===== src/rtl/rxf_pkg.sv =====
`timescale 1ns/1ps
package rxf_pkg;
  typedef struct packed {
    logic brk;
    logic par;
    logic frm;
  } rx_err_t;
endpackage


===== src/rtl/rxf_store.sv =====
`timescale 1ns/1ps
module rxf_store
  import rxf_pkg::*;
#(
  parameter int DATA_W = 8,
  parameter int DEPTH  = 3,
  localparam int PW = (DEPTH > 1) ? $clog2(DEPTH) : 1,
  localparam int CW = $clog2(DEPTH + 1)
) (
  input  logic              clk,
  input  logic              rst,
  input  logic              push,
  input  logic [DATA_W-1:0] push_data,
  input  rx_err_t           push_err,
  input  logic              pop,
  output logic [CW-1:0]     count,
  output logic [CW-1:0]     count_nxt,
  output logic [DATA_W-1:0] head_data,
  output rx_err_t           next_head_err
);
  logic [DATA_W-1:0] mem_d [DEPTH];
  rx_err_t           mem_e [DEPTH];
  logic [PW-1:0]     wr_ptr, rd_ptr, rd_ptr_nxt;
  logic [CW-1:0]     remain;

  function automatic logic [PW-1:0] wrap_inc(input logic [PW-1:0] p);
    return (p == PW'(DEPTH - 1)) ? '0 : p + 1'b1;
  endfunction

  // storage without reset so it can map to RAM
  always_ff @(posedge clk) begin
    if (push) begin
      mem_d[wr_ptr] <= push_data;
      mem_e[wr_ptr] <= push_err;
    end
  end

  always_ff @(posedge clk) begin
    if (rst) begin
      wr_ptr <= '0;
      rd_ptr <= '0;
      count  <= '0;
    end else begin
      if (push) wr_ptr <= wrap_inc(wr_ptr);
      rd_ptr <= rd_ptr_nxt;
      count  <= count_nxt;
    end
  end

  always_comb begin
    rd_ptr_nxt = pop ? wrap_inc(rd_ptr) : rd_ptr;
    count_nxt  = count + CW'(push) - CW'(pop);
    remain     = count - CW'(pop);
    head_data  = mem_d[rd_ptr];
    if (count_nxt == '0)
      next_head_err = '0;
    else if (remain == '0)
      next_head_err = push_err;
    else
      next_head_err = mem_e[rd_ptr_nxt];
  end
endmodule


===== src/rtl/rxf_hold.sv =====
`timescale 1ns/1ps
module rxf_hold
  import rxf_pkg::*;
#(
  parameter int DATA_W = 8
) (
  input  logic              clk,
  input  logic              rst,
  input  logic              cmp_valid,
  input  logic [DATA_W-1:0] cmp_data,
  input  rx_err_t           cmp_err,
  input  logic              full,
  input  logic              pop,
  output logic              push,
  output logic [DATA_W-1:0] push_data,
  output rx_err_t           push_err,
  output logic              ovr_evt
);
  logic              hold_v;
  logic [DATA_W-1:0] hold_d;
  rx_err_t           hold_e;
  logic              slot_free, hold_to_q, cmp_to_q, cmp_to_hold;

  always_comb begin
    slot_free   = !full || pop;
    hold_to_q   = hold_v && pop;
    cmp_to_q    = cmp_valid && slot_free && !hold_v;
    cmp_to_hold = cmp_valid && !cmp_to_q;
    ovr_evt     = cmp_valid && hold_v && !pop;
    push        = hold_to_q || cmp_to_q;
    push_data   = hold_v ? hold_d : cmp_data;
    push_err    = hold_v ? hold_e : cmp_err;
  end

  always_ff @(posedge clk) begin
    if (rst) begin
      hold_v <= 1'b0;
      hold_d <= '0;
      hold_e <= '0;
    end else begin
      hold_v <= (hold_v && !pop) || cmp_to_hold;
      if (cmp_to_hold) begin
        hold_d <= cmp_data;
        hold_e <= cmp_err;
      end
    end
  end
endmodule


===== src/rtl/rxf_status.sv =====
`timescale 1ns/1ps
module rxf_status
  import rxf_pkg::*;
#(
  parameter int DEPTH = 3,
  localparam int CW = $clog2(DEPTH + 1)
) (
  input  logic          clk,
  input  logic          rst,
  input  logic          block_mode,
  input  logic          err_clr,
  input  logic          push,
  input  rx_err_t       push_err,
  input  rx_err_t       next_head_err,
  input  logic          ovr_evt,
  input  logic [CW-1:0] count_nxt,
  output logic          rxrdy,
  output logic          ffull,
  output logic          ovr_err,
  output rx_err_t       err_q
);
  rx_err_t entering, kept, err_nxt;

  always_comb begin
    entering = push ? push_err : '0;
    kept     = err_clr ? '0 : err_q;
    err_nxt  = block_mode ? (kept | entering) : next_head_err;
  end

  always_ff @(posedge clk) begin
    if (rst) begin
      rxrdy   <= 1'b0;
      ffull   <= 1'b0;
      ovr_err <= 1'b0;
      err_q   <= '0;
    end else begin
      rxrdy   <= (count_nxt != '0);
      ffull   <= (count_nxt == CW'(DEPTH));
      ovr_err <= (ovr_err && !err_clr) || ovr_evt;
      err_q   <= err_nxt;
    end
  end
endmodule


===== src/rtl/rx_char_fifo.sv =====
`timescale 1ns/1ps
module rx_char_fifo
  import rxf_pkg::*;
#(
  parameter int DATA_W = 8,
  parameter int DEPTH  = 3,
  localparam int CW = $clog2(DEPTH + 1)
) (
  input  logic              clk,
  input  logic              rst,
  input  logic              block_mode,
  input  logic              parity_en,
  input  logic              cmp_valid,
  input  logic [DATA_W-1:0] cmp_data,
  input  logic              cmp_frm,
  input  logic              cmp_par,
  input  logic              cmp_brk,
  input  logic              rd_en,
  input  logic              err_clr,
  output logic [DATA_W-1:0] rd_data,
  output logic              rxrdy,
  output logic              ffull,
  output logic              ovr_err,
  output logic              frm_err,
  output logic              par_err,
  output logic              brk_err
);
  rx_err_t           cmp_err, push_err, next_head_err, err_q;
  logic              push, pop, ovr_evt, full;
  logic [DATA_W-1:0] push_data, head_data;
  logic [CW-1:0]     count, count_nxt;

  always_comb begin
    cmp_err.frm = cmp_frm;
    cmp_err.par = cmp_par && parity_en;
    cmp_err.brk = cmp_brk;
    pop  = rd_en && (count != '0);
    full = (count == CW'(DEPTH));
  end

  rxf_hold #(.DATA_W(DATA_W)) u_hold (
    .clk(clk), .rst(rst), .cmp_valid(cmp_valid), .cmp_data(cmp_data),
    .cmp_err(cmp_err), .full(full), .pop(pop), .push(push),
    .push_data(push_data), .push_err(push_err), .ovr_evt(ovr_evt)
  );

  rxf_store #(.DATA_W(DATA_W), .DEPTH(DEPTH)) u_store (
    .clk(clk), .rst(rst), .push(push), .push_data(push_data),
    .push_err(push_err), .pop(pop), .count(count), .count_nxt(count_nxt),
    .head_data(head_data), .next_head_err(next_head_err)
  );

  rxf_status #(.DEPTH(DEPTH)) u_status (
    .clk(clk), .rst(rst), .block_mode(block_mode), .err_clr(err_clr),
    .push(push), .push_err(push_err), .next_head_err(next_head_err),
    .ovr_evt(ovr_evt), .count_nxt(count_nxt), .rxrdy(rxrdy),
    .ffull(ffull), .ovr_err(ovr_err), .err_q(err_q)
  );

  always_ff @(posedge clk) begin
    if (rst)      rd_data <= '0;
    else if (pop) rd_data <= head_data;
  end

  always_comb begin
    frm_err = err_q.frm;
    par_err = err_q.par;
    brk_err = err_q.brk;
  end
endmodule


===== config.mk =====
export PLATFORM = sky130hd
export DESIGN_NAME = rx_char_fifo
export DESIGN_NICKNAME = d
export VERILOG_FILES = /design/src/rtl/rxf_pkg.sv /design/src/rtl/rxf_store.sv /design/src/rtl/rxf_hold.sv /design/src/rtl/rxf_status.sv /design/src/rtl/rx_char_fifo.sv
export SDC_FILE = /design/constraint.sdc
export NUM_CORES = 1
export LEC_CHECK = 0
export ABC_AREA = 1
export BUFFER_PORTS_ARGS = -buffer_cell sky130_fd_sc_hd__buf_2
export CAP_MARGIN = 5
export CORE_MARGIN = 2
export CORE_UTILIZATION = 25
export CTS_BUF_LIST = sky130_fd_sc_hd__clkbuf_4 sky130_fd_sc_hd__clkbuf_8
export DETAILED_ROUTE_END_ITERATION = 7
export MAX_ROUTING_LAYER = met4
export PLACE_DENSITY = 0.52
export SYNTH_ARGS = -nofsm -noshare
export SYNTH_HDL_FRONTEND = slang
export SYNTH_HIERARCHICAL = 1
export SYNTH_SLANG_ARGS = --single-unit
export TNS_END_PERCENT = 20

===== constraint.sdc =====
create_clock -name clk -period 2.7 [get_ports clk]
set_input_delay 0.27 -clock clk [delete_from_list [all_inputs] [get_ports clk]]
set_output_delay 0.27 -clock clk [all_outputs]
set_load 0.005 [all_outputs]

==> results.cfg <==
[status]
status = finished clean

[sta]
max_freq_mhz = 465
fin_crit_sh = 0.796
hold_viol_final = 0
setup_violations = 0
tns_ns = 0
rsz0062_at_grt = no
finalMaxSlewViolations = 0
slew_headroom = 0.549
finClkSkew_ns = 0.0142
period_minus_slack_ns = 2.15
tightest_slew_ns = 0.670

[hold_path]
min_path_cells = 5
holdCritStartpoint = cmp_data[6]
whs_endpoint = u_hold/hold_d[6]
hp-class = input pin to flop

[setup_path]
r2r-start = u_store/count[1]
endpoint_kind = flop
crit_buf_inv = 4
reg2reg_to = u_status/err_q[1]
path_class = flop to flop
slowest_stage = dfxtp_1
cp_num_cells = 15
critical-path-max-stage-delay_ns = 0.42
path_cells = nor2_2 > nor2_8 > inv_1 > nand2_1 > nand2_1 > o21ai_0 > ha_1 > inv_1 > nand3_1 > nand2_1 > inv_2 > nand2_1 > inv_1 > o21ai_0 > nor2_1
worstPathArrival_ns = 2.38
cpMostUsedCell = nand2_1
required_ns = 2.93
reg2regPathDepth = 15
reg2reg_slack_ns = 0.55
cp_top_family = simple AND/OR/NAND/NOR gates
crit_path_start_kind = flop
crit_fanout = 15

[run]
max_cap_violations = 0

[yosys]
yosys-top-cells-count = 85 x nand2_1, 55 x nor2_1, 51 x inv_1, 38 x nand3_1, 33 x edfxtp_1
syn_inst = 352
yosysWarningCount = 6
ys_top_cells_by_area = edfxtp_1 34%, dfxtp_1 22%, nand2_1 11%
synth-seq-cells = 65
yosysMostFrequentCell = nand2_1
synth_cell_types = 25
avgSynthCellArea_um2 = 8.24
async_flop_share = 0
synth_seq_area_share = 0.563
yosysTopAreaCellShare = 0.342
synth_edf_count = 33
synth_area_um2 = 2900
synth_flop_cell = edfxtp_1
syn_nets = 372
synth_top_area_cell = edfxtp_1

[clock_network]
post_cts_buffers = 0
cts_hold_buf = 0
cts_max_path_buffers = 2
clk_pin_slew_worst_paths_ns = 0.08
cts_buffers = 9
cts_max_level = 3
ctsResizeCount = 0
cts_sinks = 65
root_buffer = clkbuf_8
clk_latency_ns = 0.34
tritoncts = done

[pwr]
combPwrFrac = 0.304
cellPowerDensity_nw_per_um2 = 903
pwr-share-clk = 0.273
power.internal_uw = 2030
seqPwrFrac = 0.423
vdd_ir_drop_max_v = 0.000300
leakagePower_uw = 0.00156
p_switching_uw = 1080
netSwitchingFraction = 0.348

[finish]
multi_input_area_um2 = 992
diodes = 0
synthToLayoutAreaGrowth_pct = 18.7
final_cell_area_um2 = 3440
fin_nets = 414
drive_gt1_frac = 0.183
n_fill_cell = 1229
ff_latch_area_um2 = 1630

[floorplanning]
start_util = 0.255
rows = 39
io_pins = 32
fp.dieH_um = 112
die_w_um = 112
core_um2 = 11400
design.die.area_um2 = 12500

[placement]
hpwlAfterDp_um = 4280
placed_area_um2 = 3240
place.gp.congestion = 0.766
port_buffers = 31

[drt]
post_drt_via_cell_ratio = 4.04
drc_errors = 0
num_vias = 2191
wl_um = 5900
drt_pass1_iterations = 4
detail_route.iter0.violations = 85
antenna_left = 0
wl_per_cell_um = 10.9

[global_route]
antenna_found_initial = 0
grt_pass1_wl_um = 10100
grt_pass1_vias = 2192
gr-usage-all-layers = 0.103
grt_max_degree = 23
gr-total-overflow = 0
layout by cell type (no fill, tap or decap):
cell,instances
clkbuf_4,2
edfxtp_1,33
nor2_1,55
o21ai_0,14
nand2_2,4
buf_4,8
clkinv_4,1
inv_2,6
clkinvlp_4,1
nor2_8,1
buf_2,31
nand3_1,38
inv_1,51
nor3_1,2
bufinv_16,1
o21ai_1,3
nand2_4,1
inv_6,3
nor3_2,1
nor2_4,1
a21oi_1,9
nand2_1,85
nor2_2,1
a21oi_2,1
clkbuf_8,9
dfxtp_1,32
ha_1,2
or2_0,2
or2_2,1
layout make-up:
type / instances / share of cell area
clock buffers: 11 / 0.0403
clock inverters: 5 / 0.0185
inverters: 58 / 0.0647
multi-input cells: 221 / 0.288
flip-flops and latches: 65 / 0.474
well taps: 143 / 0.0520
repair buffers: 39 / 0.0625
per-stage QoR:
step	util	worst slack, ns	std cells	total power [uW]	hold slack (ns)
after global placement	0.285	0.586	526	2280	0.462
after detailed placement	0.285	0.492	526	2300	0.468
after CTS	0.303	0.508	542	3150	0.240
after global routing	0.303	0.228	542	3360	0.279
final	0.303	0.551	542	3110	0.255
after floorplan	-	0.0179	352	2020	0.339
registers in the layout, summed over array words and instances, names as in the netlist:
| name | cells |
|---|---|
| u_store/wr_ptr | 2 |
| u_store/rd_ptr | 2 |
| u_hold/hold_v | 1 |
| u_store/count | 2 |
| u_hold/hold_e | 3 |
| u_status/rxrdy | 1 |
| u_store/mem_e | 9 |
| u_status/ffull | 1 |
| u_hold/hold_d | 8 |
| u_status/ovr_err | 1 |
| u_store/mem_d | 24 |
| u_status/err_q | 3 |
| rd_data | 8 |
tightest hold or removal path, cell delays in order:
cell and delay, ns:
buf_2 0.07, inv_1 0.04, nand3_1 0.07, nand2_1 0.04, nor2_1 0.07
layer usage:
| metal | routed length (um) | GRT usage | up-vias |
|---|---|---|---|
| li1 | - | - | 1189 |
| met1 | 2990 | 0.133 | 955 |
| met2 | 2620 | 0.158 | 45 |
| met3 | 244 | 0.0245 | 2 |
| met4 | 42 | 0.0370 | 0 |
| met5 | 0 | - | - |
logic make-up (layout without fill, tap and decap cells):
group	after synthesis	count (layout)	share of synthesized area
compound gates	27	27	0.0479
fa+ha+maj	2	2	0.00863
buf+inv	66	113	0.0971
flops	65	65	0.563
simple gates	192	192	0.284
power groups by stage:
stage,Sequential [uW],Combinational [uW],Clock (uW)
after CTS,1320,957,876
after detailed placement,1340,955,0
after global routing,1340,1110,912
after global placement,1340,945,0
final,1310,945,850
after floorplan,1320,698,0
how the worst max path moves through the flow:
stage,startpoint,endpoint,slack [ns]
6_report,u_store/count[1],u_status/err_q[1],0.55
5_1_grt,u_store/count[1],u_status/err_q[1],0.23
4_1_cts,u_store/count[1],u_status/err_q[1],0.51
3_5_place_dp,rd_en,u_status/err_q[1],0.49
3_3_place_gp,rd_en,u_status/err_q[1],0.59
2_1_floorplan,u_store/count[1],u_store/mem_d[0][0],0.02
(Power assumes the default switching activity.)
